### config.mk
export PLATFORM = sky130hd
export DESIGN_NAME = wkld_dvfs_top
export DESIGN_NICKNAME = d
export VERILOG_FILES = /design/src/rtl/dvfs_pkg.sv /design/src/rtl/wl_window_counter.sv /design/src/rtl/wl_rate_predictor.sv /design/src/rtl/wl_opp_select.sv /design/src/rtl/wkld_dvfs_top.sv
export SDC_FILE = /design/constraint.sdc
export NUM_CORES = 1
export LEC_CHECK = 0
export ABC_CLOCK_PERIOD_IN_PS = 9100
export CAP_MARGIN = 5
export CORE_MARGIN = 1.5
export CORE_UTILIZATION = 38
export DETAILED_ROUTE_END_ITERATION = 6
export DONT_BUFFER_PORTS = 1
export PLACE_DENSITY_LB_ADDON = 0.25
export SLEW_MARGIN = 20
export SYNTH_ARGS = -nofsm -noshare
export SYNTH_HDL_FRONTEND = slang
export SYNTH_SLANG_ARGS = --single-unit
### constraint.sdc
create_clock -name clk -period 9.1 [get_ports clk]
set_clock_uncertainty 0.15 [all_clocks]
set_input_delay 1.82 -clock clk [delete_from_list [all_inputs] [get_ports clk]]
set_output_delay 1.82 -clock clk [all_outputs]
set_load 0.01 [all_outputs]
### src/rtl/dvfs_pkg.sv
package dvfs_pkg;
    localparam int unsigned DEF_SRC_N   = 4;
    localparam int unsigned DEF_CNT_W   = 16;
    localparam int unsigned DEF_WIN_W   = 16;
    localparam int unsigned DEF_OPP_N   = 4;
    localparam int unsigned DEF_HZ_W    = 2;
    localparam int unsigned DEF_EMA_SH  = 2;
    localparam int unsigned DEF_MIN_WIN = 4;
endpackage

### src/rtl/wl_window_counter.sv
module wl_window_counter #(
    parameter int unsigned SRC_N   = dvfs_pkg::DEF_SRC_N,
    parameter int unsigned CNT_W   = dvfs_pkg::DEF_CNT_W,
    parameter int unsigned WIN_W   = dvfs_pkg::DEF_WIN_W,
    parameter int unsigned MIN_WIN = dvfs_pkg::DEF_MIN_WIN
) (
    input  logic             clk,
    input  logic             rst_n,
    input  logic [SRC_N-1:0] stb_i,
    input  logic [WIN_W-1:0] win_len_i,
    output logic [CNT_W-1:0] smp_o,
    output logic             smp_vld_o
);
    localparam int unsigned PW = $clog2(SRC_N + 1);
    localparam logic [CNT_W-1:0] CNT_MAX = '1;

    typedef struct packed {
        logic [WIN_W-1:0] tmr;
        logic [CNT_W-1:0] acc;
        logic [CNT_W-1:0] smp;
        logic             vld;
    } cnt_st_t;

    cnt_st_t st_d, st_q;
    logic [PW-1:0]    pop;
    logic [CNT_W:0]   sum;
    logic [CNT_W-1:0] sum_sat;
    logic [WIN_W-1:0] win_eff;
    logic             win_end;

    always_comb begin
        pop = '0;
        for (int i = 0; i < SRC_N; i++) begin
            pop = pop + PW'(stb_i[i]);
        end
        sum     = (CNT_W+1)'(st_q.acc) + (CNT_W+1)'(pop);
        sum_sat = sum[CNT_W] ? CNT_MAX : sum[CNT_W-1:0];
        win_eff = (win_len_i < WIN_W'(MIN_WIN)) ? WIN_W'(MIN_WIN) : win_len_i;
        win_end = ((WIN_W+1)'(st_q.tmr) + (WIN_W+1)'(1)) >= (WIN_W+1)'(win_eff);

        st_d     = st_q;
        st_d.vld = 1'b0;
        if (win_end) begin
            st_d.tmr = '0;
            st_d.acc = '0;
            st_d.smp = sum_sat;
            st_d.vld = 1'b1;
        end else begin
            st_d.tmr = st_q.tmr + WIN_W'(1);
            st_d.acc = sum_sat;
        end
    end

    always_ff @(posedge clk or negedge rst_n) begin
        if (!rst_n) begin
            st_q <= '0;
        end else begin
            st_q <= st_d;
        end
    end

    assign smp_o     = st_q.smp;
    assign smp_vld_o = st_q.vld;

    // a closing cycle restarts the cycle count
    a_r2_restart: assert property (@(posedge clk) disable iff (!rst_n)
        win_end |=> (st_q.tmr == '0));
    // a full count stays full until the window closes
    a_r8_no_wrap: assert property (@(posedge clk) disable iff (!rst_n)
        (st_q.acc == CNT_MAX && !win_end) |=> (st_q.acc == CNT_MAX));
    // inside a window the count never falls
    a_r1_no_loss: assert property (@(posedge clk) disable iff (!rst_n)
        !win_end |=> (st_q.acc >= $past(st_q.acc)));
    // window results never arrive back to back
    a_r6_spacing: assert property (@(posedge clk) disable iff (!rst_n)
        st_q.vld |=> !st_q.vld);
endmodule

### src/rtl/wl_rate_predictor.sv
module wl_rate_predictor #(
    parameter int unsigned CNT_W  = dvfs_pkg::DEF_CNT_W,
    parameter int unsigned EMA_SH = dvfs_pkg::DEF_EMA_SH
) (
    input  logic             clk,
    input  logic             rst_n,
    input  logic [CNT_W-1:0] smp_i,
    input  logic             smp_vld_i,
    output logic [CNT_W-1:0] est_o,
    output logic             est_vld_o
);
    typedef struct packed {
        logic [CNT_W-1:0] est;
        logic             vld;
    } pred_st_t;

    pred_st_t st_d, st_q;
    logic signed [CNT_W:0] diff;
    logic signed [CNT_W:0] step;
    logic signed [CNT_W:0] nxt;

    always_comb begin
        diff = $signed({1'b0, smp_i}) - $signed({1'b0, st_q.est});
        step = diff >>> EMA_SH;
        nxt  = $signed({1'b0, st_q.est}) + step;

        st_d     = st_q;
        st_d.vld = smp_vld_i;
        if (smp_vld_i) begin
            st_d.est = nxt[CNT_W-1:0];
        end
    end

    always_ff @(posedge clk or negedge rst_n) begin
        if (!rst_n) begin
            st_q <= '0;
        end else begin
            st_q <= st_d;
        end
    end

    assign est_o     = st_q.est;
    assign est_vld_o = st_q.vld;

    // the new estimate lies between the old one and the window count
    a_r3_between: assert property (@(posedge clk) disable iff (!rst_n)
        smp_vld_i |=> ((st_q.est >= $past(st_q.est) && st_q.est <= $past(smp_i)) ||
                       (st_q.est <= $past(st_q.est) && st_q.est >= $past(smp_i))));
    // no window count, no change
    a_r4_hold: assert property (@(posedge clk) disable iff (!rst_n)
        !smp_vld_i |=> $stable(st_q.est));
endmodule

### src/rtl/wl_opp_select.sv
module wl_opp_select #(
    parameter int unsigned CNT_W = dvfs_pkg::DEF_CNT_W,
    parameter int unsigned OPP_N = dvfs_pkg::DEF_OPP_N,
    parameter int unsigned HZ_W  = dvfs_pkg::DEF_HZ_W
) (
    input  logic                   clk,
    input  logic                   rst_n,
    input  logic [CNT_W-1:0]       est_i,
    input  logic                   est_vld_i,
    input  logic [HZ_W-1:0]        horizon_i,
    input  logic [OPP_N*CNT_W-1:0] thr_flat_i,
    output logic [$clog2(OPP_N)-1:0] opp_o,
    output logic                   upd_o
);
    localparam int unsigned OPP_W  = $clog2(OPP_N);
    localparam int unsigned SH_MAX = (1 << HZ_W) - 1;
    localparam int unsigned WIDE_W = CNT_W + SH_MAX;

    typedef struct packed {
        logic [OPP_W-1:0] opp;
        logic             upd;
    } sel_st_t;

    sel_st_t st_d, st_q;
    logic [CNT_W-1:0]  thr [OPP_N];
    logic [WIDE_W-1:0] wide;
    logic [CNT_W-1:0]  demand;
    logic [OPP_W-1:0]  pick;
    logic [CNT_W-1:0]  thr_here;
    logic [CNT_W-1:0]  thr_below;

    for (genvar g = 0; g < OPP_N; g++) begin : g_thr
        assign thr[g] = thr_flat_i[g*CNT_W +: CNT_W];
    end

    always_comb begin
        wide   = WIDE_W'(est_i) << horizon_i;
        demand = (|wide[WIDE_W-1:CNT_W]) ? '1 : wide[CNT_W-1:0];
        pick   = OPP_W'(OPP_N - 1);
        for (int i = OPP_N - 1; i >= 0; i--) begin
            if (thr[i] >= demand) begin
                pick = OPP_W'(i);
            end
        end

        st_d     = st_q;
        st_d.upd = est_vld_i;
        if (est_vld_i) begin
            st_d.opp = pick;
        end
    end

    always_ff @(posedge clk or negedge rst_n) begin
        if (!rst_n) begin
            st_q <= '0;
        end else begin
            st_q <= st_d;
        end
    end

    assign opp_o = st_q.opp;
    assign upd_o = st_q.upd;

    assign thr_here  = thr[st_q.opp];
    assign thr_below = (st_q.opp == '0) ? '0 : thr[st_q.opp - OPP_W'(1)];

    // the index moves only together with the strobe
    a_r5_change_with_update: assert property (@(posedge clk) disable iff (!rst_n)
        !$stable(st_q.opp) |-> st_q.upd);
    // the chosen entry covers the demand unless it is the top one
    a_r7_covers: assert property (@(posedge clk) disable iff (!rst_n)
        est_vld_i |=> (st_q.opp == OPP_W'(OPP_N - 1) || thr_here >= $past(demand)));
    // the entry below the chosen one falls short
    a_r7_lowest: assert property (@(posedge clk) disable iff (!rst_n)
        est_vld_i |=> (st_q.opp == '0 || thr_below < $past(demand)));
    // the strobe lasts a single cycle
    a_r6_single: assert property (@(posedge clk) disable iff (!rst_n)
        st_q.upd |=> !st_q.upd);
endmodule

### src/rtl/wkld_dvfs_top.sv
module wkld_dvfs_top #(
    parameter int unsigned SRC_N   = dvfs_pkg::DEF_SRC_N,
    parameter int unsigned CNT_W   = dvfs_pkg::DEF_CNT_W,
    parameter int unsigned WIN_W   = dvfs_pkg::DEF_WIN_W,
    parameter int unsigned OPP_N   = dvfs_pkg::DEF_OPP_N,
    parameter int unsigned HZ_W    = dvfs_pkg::DEF_HZ_W,
    parameter int unsigned EMA_SH  = dvfs_pkg::DEF_EMA_SH,
    parameter int unsigned MIN_WIN = dvfs_pkg::DEF_MIN_WIN
) (
    input  logic                     clk,
    input  logic                     rst_n,
    input  logic [SRC_N-1:0]         task_stb,
    input  logic [WIN_W-1:0]         win_len,
    input  logic [HZ_W-1:0]          horizon_sel,
    input  logic [OPP_N*CNT_W-1:0]   thr_table,
    output logic [CNT_W-1:0]         rate_est,
    output logic [$clog2(OPP_N)-1:0] opp_idx,
    output logic                     opp_update
);
    logic [CNT_W-1:0] smp;
    logic             smp_vld;
    logic             est_vld;

    wl_window_counter #(
        .SRC_N(SRC_N), .CNT_W(CNT_W), .WIN_W(WIN_W), .MIN_WIN(MIN_WIN)
    ) i_counter (
        .clk(clk), .rst_n(rst_n), .stb_i(task_stb), .win_len_i(win_len),
        .smp_o(smp), .smp_vld_o(smp_vld)
    );

    wl_rate_predictor #(
        .CNT_W(CNT_W), .EMA_SH(EMA_SH)
    ) i_predictor (
        .clk(clk), .rst_n(rst_n), .smp_i(smp), .smp_vld_i(smp_vld),
        .est_o(rate_est), .est_vld_o(est_vld)
    );

    wl_opp_select #(
        .CNT_W(CNT_W), .OPP_N(OPP_N), .HZ_W(HZ_W)
    ) i_select (
        .clk(clk), .rst_n(rst_n), .est_i(rate_est), .est_vld_i(est_vld),
        .horizon_i(horizon_sel), .thr_flat_i(thr_table),
        .opp_o(opp_idx), .upd_o(opp_update)
    );

    // all outputs are zero while reset is held
    always_comb begin
        if (!rst_n) begin
            a_r10_reset: assert (rate_est == '0 && opp_idx == '0 && !opp_update);
        end
    end
endmodule

==> run_results.csv, run 1 <==
group,metric,value,unit
run_status,run_status,"complete, no violations",
synth,synth_ff_type,"sky130_fd_sc_hd__dfrtp_1",
cells_and_area,final_layout_size_suffix_gt1_share,4.22,%
cells_and_area,multi_input_logic_area,4130,sq um
route,wirelength,13900,microns
worst_setup_path,critPathLaunchType,"input pin",
grt,first_global_vias,4949,
clock_tree,tritoncts_num_sinks,69,
floorplanning,die_height,130,microns
synth,synth.cell_area,6150,sq um
sta,slew_violations,0,
synth,main_combinational_cell_family_by_area_after_synthesis,"adder cells",
route,via_per_inst,5.43,
cells_and_area,layout.nets,873,
synth,synthDominantCellAreaShare,28.1,%
placement,gp_routability_congestion,0.889,
route,routed_wire_length_per_instance,15.4,microns
synth,yosys.area_share.xor_xnor,7.27,%
grt,antenna_violations_before_repair,0,
clock_tree,path_clk_slew,0.05,ns
route,detail_route.drc_violations,0,
placement,buffer_ports.inserted,0,
floorplanning,die_area,16900,sq um
worst_setup_path,setup.worst_path.end_class,"flop",
synth,asyncSetResetFlopFracSynth,100,%
synth,synth-simple-area-share,15.9,%
sta,timing.final.setup_violations,0,
sta,tightestPinTransition,1.04,ns
cells_and_area,n_fill_cell,1559,
cells_and_area,final_cell_mix,"sky130_fd_sc_hd__ha_1, sky130_fd_sc_hd__nor2_1, sky130_fd_sc_hd__dfrtp_1, sky130_fd_sc_hd__a21oi_1, sky130_fd_sc_hd__inv_1",
sta,finalCriticalPeriod,4.65,ns
clock_tree,cts-htree-levels,3,
power,power_density,171,nW/um^2
placement,dp.final_hpwl,11300,microns
synth,synth_largest_area_cell,"sky130_fd_sc_hd__dfrtp_1",
clock_tree,cts_resized,0,
synth,post_synth_mux_area_share,5.23,%
sta,clock.fmax,215,MHz
grt,grt_pass1_wl,22800,microns
synth,synth_fp_nets,878,
worst_hold_path,holdCritPathClass,"flop to flop",
power,power.static_leakage,3.25,nW
power,ir_drop,0.0000904,V
worst_setup_path,critical_path_required,9.11,ns
clock_tree,cts_tree,"yes",
floorplanning,starting_density_of_the_core,38.8,%
cells_and_area,sequential_cell_area,1730,sq um
grt,maximum_number_of_pins_on_one_net_before_global_route_repair,70,
floorplanning,core,15800,sq um
sta,period_share,51.1,%
synth,synth_enable_flop_cells,0,
synth,post_synth_inst_count,687,
worst_setup_path,cp.arrival,4.66,ns
flow_run,cap_viol_max_count,0,
synth,synth_warnings,0,
clock_tree,number_of_buffers_inserted_during_clock_tree_synthesis,9,
route,detail_route.first_pass.iterations,4,
synth,netlist-cell-type-count,54,
sta,setup-tns-final,0,ns
sta,rsz0062_at_grt,"no",
synth,count_of_state_elements_after_synthesis,69,
cells_and_area,most_common_cell_after_layout_fill_and_taps_aside,"sky130_fd_sc_hd__ha_1",
worst_setup_path,critical_setup_path_class,"input pin to flop",
clock_tree,clock_path_buffers,2,
cells_and_area,antennaDiodeCount,0,
clock_tree,ctsHoldBuffers,0,
sta,headroom_to_the_max_slew_limit,30.4,%
route,first_iter_violations,274,
synth,post_synth.cell_area_avg,8.95,sq um
floorplanning,die_width,130,microns
grt,groute.usage.overall,17.0,%
clock_tree,clk_latency,0.33,ns
sta,hold_slack,0.294,ns
floorplanning,core.rowCount,46,
sta,hold_violations,0,
cells_and_area,areaGrowthSynthToFinish,7.96,%
synth,synth_fa_ha_area_share,21.3,%
synth,ys_seq_area_share,28.1,%
worst_setup_path,worstPathMaxFanout,63,
synth,synth_compound_area_share,17.5,%
clock_tree,post-cts-setup-buffer-count,0,
route,ant_nets,0,
synth,synthTopCellsByArea,"sky130_fd_sc_hd__dfrtp_1, sky130_fd_sc_hd__ha_1, sky130_fd_sc_hd__a21oi_1, sky130_fd_sc_hd__nor2_1, sky130_fd_sc_hd__xnor2_1",
floorplanning,boundaryPins,107,
route,vias,4900,
grt,gr-total-overflow,0,
clock_tree,clk_root_buffer_cell,"sky130_fd_sc_hd__clkbuf_16",
==> cell usage after synthesis (4+ instances only) <==
library cell               number
sky130_fd_sc_hd__a211oi_1       7
sky130_fd_sc_hd__a21o_1        33
sky130_fd_sc_hd__a21oi_1       59
sky130_fd_sc_hd__a221oi_1       4
sky130_fd_sc_hd__a31oi_1       13
sky130_fd_sc_hd__and3_1        10
sky130_fd_sc_hd__and4_1         5
sky130_fd_sc_hd__buf_2          4
sky130_fd_sc_hd__clkbuf_1       8
sky130_fd_sc_hd__dfrtp_1       69
sky130_fd_sc_hd__ha_1         100
sky130_fd_sc_hd__inv_1         52
sky130_fd_sc_hd__mux2i_1       22
sky130_fd_sc_hd__nand2_1       33
sky130_fd_sc_hd__nand2b_1       6
sky130_fd_sc_hd__nand3_1       10
sky130_fd_sc_hd__nand4_1       19
sky130_fd_sc_hd__nor2_1        75
sky130_fd_sc_hd__nor2b_1       22
sky130_fd_sc_hd__nor4_1         4
sky130_fd_sc_hd__o21ai_0       29
sky130_fd_sc_hd__o22ai_1        5
sky130_fd_sc_hd__xnor2_1       30
sky130_fd_sc_hd__xor2_1        21
==> cell families after synthesis <==
kind of cell / count (synthesis)
AOI/OAI and AO/OA: 171
DFF: 69
xor gates and xnor gates: 51
muxes: 28
buffers and inverters: 69
adders and majority gates: 103
and+or+nand+nor: 196
==> metrics by stage <==
step	util [%]	setup slack (ns)	instances	total power, W	instance area (sq um)
6_report	41.9	4.45	903	0.00114	6640
5_1_grt	41.9	4.16	903	0.00123	6640
4_1_cts	41.9	4.46	903	0.00115	6640
3_5_place_dp	40.0	4.13	887	0.000790	6330
3_3_place_gp	40.0	4.17	887	0.000770	6330
2_1_floorplan	-	4.45	687	0.000709	6150
==> layer usage <==
| metal | up-vias | track usage, % | wire length (microns) |
|---|---|---|---|
| li1 | 2476 | - | - |
| met2 | 117 | 30.4 | 6690 |
| met5 | - | 0 | 0 |
| met1 | 2290 | 19.5 | 6130 |
| met3 | 17 | 3.73 | 836 |
| met4 | 0 | 6.93 | 246 |
==> power by group <==
part / switching, W / internal, W / total (W)
Combinational: 0.000222 / 0.000183 / 0.000405
Sequential: 0.0000348 / 0.000347 / 0.000382
Clock: 0.000130 / 0.000220 / 0.000350
==> worst max-delay path, cell delays in order <==
cell and delay, ns:
sky130_fd_sc_hd__nor4_1 0.31, sky130_fd_sc_hd__nand4_1 0.24, sky130_fd_sc_hd__and2_1 0.23, sky130_fd_sc_hd__ha_1 0.26
sky130_fd_sc_hd__nand2b_1 0.14, sky130_fd_sc_hd__a21o_1 0.18, sky130_fd_sc_hd__a21o_1 0.18, sky130_fd_sc_hd__a211o_1 0.30
sky130_fd_sc_hd__a211o_2 0.68, sky130_fd_sc_hd__nor2_1 0.24, sky130_fd_sc_hd__a31oi_1 0.06
==> path summary, 6_finish.rpt <==
kind / start / endpoint / slack (ns) / cells past startpoint
max: win_len[15] / i_counter.smp_o[9] / 4.45 / 11
min: i_predictor.est_vld_o / i_select.upd_o / 0.29 / 0
max reg2reg: i_predictor.est_o[1] / i_predictor.est_o[15] / 4.86 / 16
min reg2reg: i_predictor.est_vld_o / i_select.upd_o / 0.29 / 0
max in group asynchronous: rst_n / i_predictor.est_o[15] / 7.66 / 0
min in group asynchronous: rst_n / i_counter.st_q[47] / 1.03 / 0
==> registers in the layout (all words and copies together) (netlist names) <==
| signal | cells |
|---|---|
| i_counter.st_q | 32 |
| i_counter.smp_o | 16 |
| i_predictor.est_o | 16 |
| i_select.opp_o | 2 |
| i_counter.smp_vld_o | 1 |
| i_predictor.est_vld_o | 1 |
| i_select.upd_o | 1 |
==> cell type report <==
class,instances,share of cell area (%)
multi-input cells,549,62.3
clock buffers,11,3.66
inverters,52,2.94
well taps,216,4.07
clock inverters,5,0.886
repair buffers,1,0.113
flip-flops and latches,69,26.0
(Power assumes the default switching activity.)
==> inputs of run 2 (changes only) <==
Settings changed: ABC_CLOCK_PERIOD_IN_PS 9100 to 4350.
Clock period 9.1 ns to 4.35 ns, I/O delays scaled along.
==> run 2 against run 1 <==
Setup slack got worse by 4.2 ns. Global-route usage rose by 0.53 points. Count of clock-buffer cells in the layout fell by 2. Core utilization rose by 1.2 points. Sequential power rose by 110%. Sequential share of layout area fell by 0.74 points.
==> run_results.csv, run 2 (same netlist as run 1, synthesis figures left out) <==
group,metric,value,unit
run_status,run_status,"complete, no violations",
route,first_iter_violations,230,
cells_and_area,top_register,"i_counter.st_q",
sta,tightestPinTransition,1.00,ns
placement,place_area,6440,sq um
clock_tree,clock_path_buffers,2,
flow_run,cap_viol_max_count,0,
sta,slew_violations,0,
worst_setup_path,worstPathMaxFanout,7,
grt,gr-total-overflow,0,
sta,setup-tns-final,0,ns
floorplanning,boundaryPins,107,
worst_hold_path,holdCritPathClass,"input pin to async pin",
power,intPower,0.00180,W
grt,groute.usage.overall,17.5,%
cells_and_area,antennaDiodeCount,0,
sta,headroom_to_the_max_slew_limit,33.2,%
grt,maximum_number_of_pins_on_one_net_before_global_route_repair,70,
sta,finalCriticalPeriod,4.07,ns
cells_and_area,areaGrowthSynthToFinish,11.1,%
clock_tree,path_clk_slew,0.06,ns
clock_tree,ctsHoldBuffers,0,
worst_setup_path,reg2reg_slack,0.28,ns
floorplanning,die_width,130,microns
placement,pre_cts_ws,0.358,ns
route,via_per_inst,5.39,
floorplanning,die_area,16900,sq um
route,wirelength,14200,microns
floorplanning,starting_density_of_the_core,38.8,%
clock_tree,cts-htree-levels,3,
grt,antenna_violations_before_repair,0,
route,vias,4935,
cells_and_area,instances_no_fill,915,
power,netSwitchingFraction,31.5,%
cells_and_area,most_common_cell_after_layout_fill_and_taps_aside,"sky130_fd_sc_hd__ha_1",
clock_tree,cts_tree,"yes",
sta,setup_slack,0.285,ns
clock_tree,tritoncts_num_sinks,69,
clock_tree,cts_resized,0,
worst_setup_path,critical_path_source,"i_predictor.est_o[3]",
power,power_density,384,nW/um^2
clock_tree,clk_latency,0.33,ns
placement,gp_routability_congestion,0.907,
power,power_frac_comb,32.8,%
power,power.static_leakage,3.36,nW
grt,first_global_vias,5179,
clock_tree,number_of_buffers_inserted_during_clock_tree_synthesis,9,
floorplanning,die_height,130,microns
placement,placedCellCount,899,
floorplanning,core.rowCount,46,
placement,buffer_ports.inserted,0,
route,ant_nets,0,
worst_setup_path,r2r-end,"i_predictor.est_o[15]",
grt,grt_pass1_wl,23700,microns
placement,dp.final_hpwl,11600,microns
power,net-switching-power,0.000825,W
cells_and_area,final_cell_mix,"sky130_fd_sc_hd__ha_1, sky130_fd_sc_hd__nor2_1, sky130_fd_sc_hd__dfrtp_1, sky130_fd_sc_hd__a21oi_1, sky130_fd_sc_hd__inv_1",
floorplanning,core,15800,sq um
clock_tree,post-cts-setup-buffer-count,0,
route,detail_route.drc_violations,0,
cells_and_area,finish.instance_area,6830,sq um
cells_and_area,largest_register_ffs,32,
cells_and_area,layout.nets,885,
sta,timing.final.setup_violations,0,
sta,hold_violations,0,
power,clock_power_share,36.8,%
cells_and_area,finalCoreUtilization,43.1,%
route,detail_route.first_pass.iterations,4,
worst_setup_path,setup.worst_path.end_class,"flop",
worst_setup_path,length_in_cells_of_the_worst_reg_to_reg_path,17,
power,ir_drop,0.000245,V
cells_and_area,n_fill_cell,1504,
worst_setup_path,critical_setup_path_class,"flop to flop",
worst_setup_path,critical_path_required,4.41,ns
cells_and_area,final_layout_size_suffix_gt1_share,6.01,%
sta,period_share,93.5,%
worst_setup_path,r2r_start,"i_predictor.est_o[3]",
clock_tree,clk_root_buffer_cell,"sky130_fd_sc_hd__clkbuf_16",
sta,clock.fmax,246,MHz
route,routed_wire_length_per_instance,15.6,microns
power,seq_power_share,30.3,%
sta,rsz0062_at_grt,"no",
worst_setup_path,cp.arrival,4.13,ns
worst_setup_path,critPathLaunchType,"flop",
-- run 2: routing by layer --
metal | up-vias | wire length, microns | global-route usage, %
met4 | 0 | 362 | 6.47
met5 | - | 0 | 0
met1 | 2275 | 6050 | 20.0
met2 | 136 | 6840 | 31.6
met3 | 31 | 980 | 4.26
li1 | 2493 | - | -
-- run 2: power groups by stage --
stage	combinational, W	sequential [W]	clock, W
floorplan	0.000691	0.000793	0
finish	0.000861	0.000795	0.000965
global route	0.000973	0.000806	0.00101
global placement	0.000814	0.000801	0
detailed placement	0.000855	0.000806	0
CTS	0.000862	0.000794	0.000986
-- run 2: stage by stage --
step / total power [W] / hold WS [ns]
after floorplan: 0.00148 / 0.238
after global placement: 0.00162 / 0.290
after detailed placement: 0.00166 / 0.291
after CTS: 0.00264 / 0.0761
after global routing: 0.00279 / 0.0694
final: 0.00262 / 0.0832
-- run 2: final cells by class --
type                       count  area, sq um  area share [%]
multi-input combinational    549         4130            60.5
sequential                    69         1730            25.3
tap                          216          270            3.96
clock buffer                   9          225            3.30
inverter                      52          195            2.86
clock inverter                 7          168            2.46
timing repair buffer          13          110            1.61
-- run 2: how the worst max path moves through the flow --
stage                            endpoint  slack [ns]  cells after the start
floorplan               i_select.opp_o[0]        0.65                     13
global placement      i_counter.smp_o[15]        0.46                     13
detailed placement  i_predictor.est_o[15]        0.36                     17
CTS                 i_predictor.est_o[15]        0.34                     17
global route        i_predictor.est_o[15]        0.04                     17
finish              i_predictor.est_o[15]        0.28                     17
-- run 2: worst max-delay path: stages (launching register included) --
cell                        delay (ns)
sky130_fd_sc_hd__dfrtp_1          0.52
sky130_fd_sc_hd__inv_1            0.12
sky130_fd_sc_hd__ha_1             0.38
sky130_fd_sc_hd__a21oi_1          0.17
sky130_fd_sc_hd__o21ai_0          0.09
sky130_fd_sc_hd__buf_4            0.16
sky130_fd_sc_hd__a21oi_1          0.35
sky130_fd_sc_hd__nor2_1           0.09
sky130_fd_sc_hd__nor2_1           0.14
sky130_fd_sc_hd__xnor2_1          0.16
sky130_fd_sc_hd__ha_1             0.34
sky130_fd_sc_hd__a21oi_1          0.16
sky130_fd_sc_hd__o21ai_0          0.16
sky130_fd_sc_hd__a2111oi_0        0.43
sky130_fd_sc_hd__a211oi_1         0.15
sky130_fd_sc_hd__xor2_1           0.15
sky130_fd_sc_hd__nand2_1          0.08
sky130_fd_sc_hd__xnor2_1          0.13
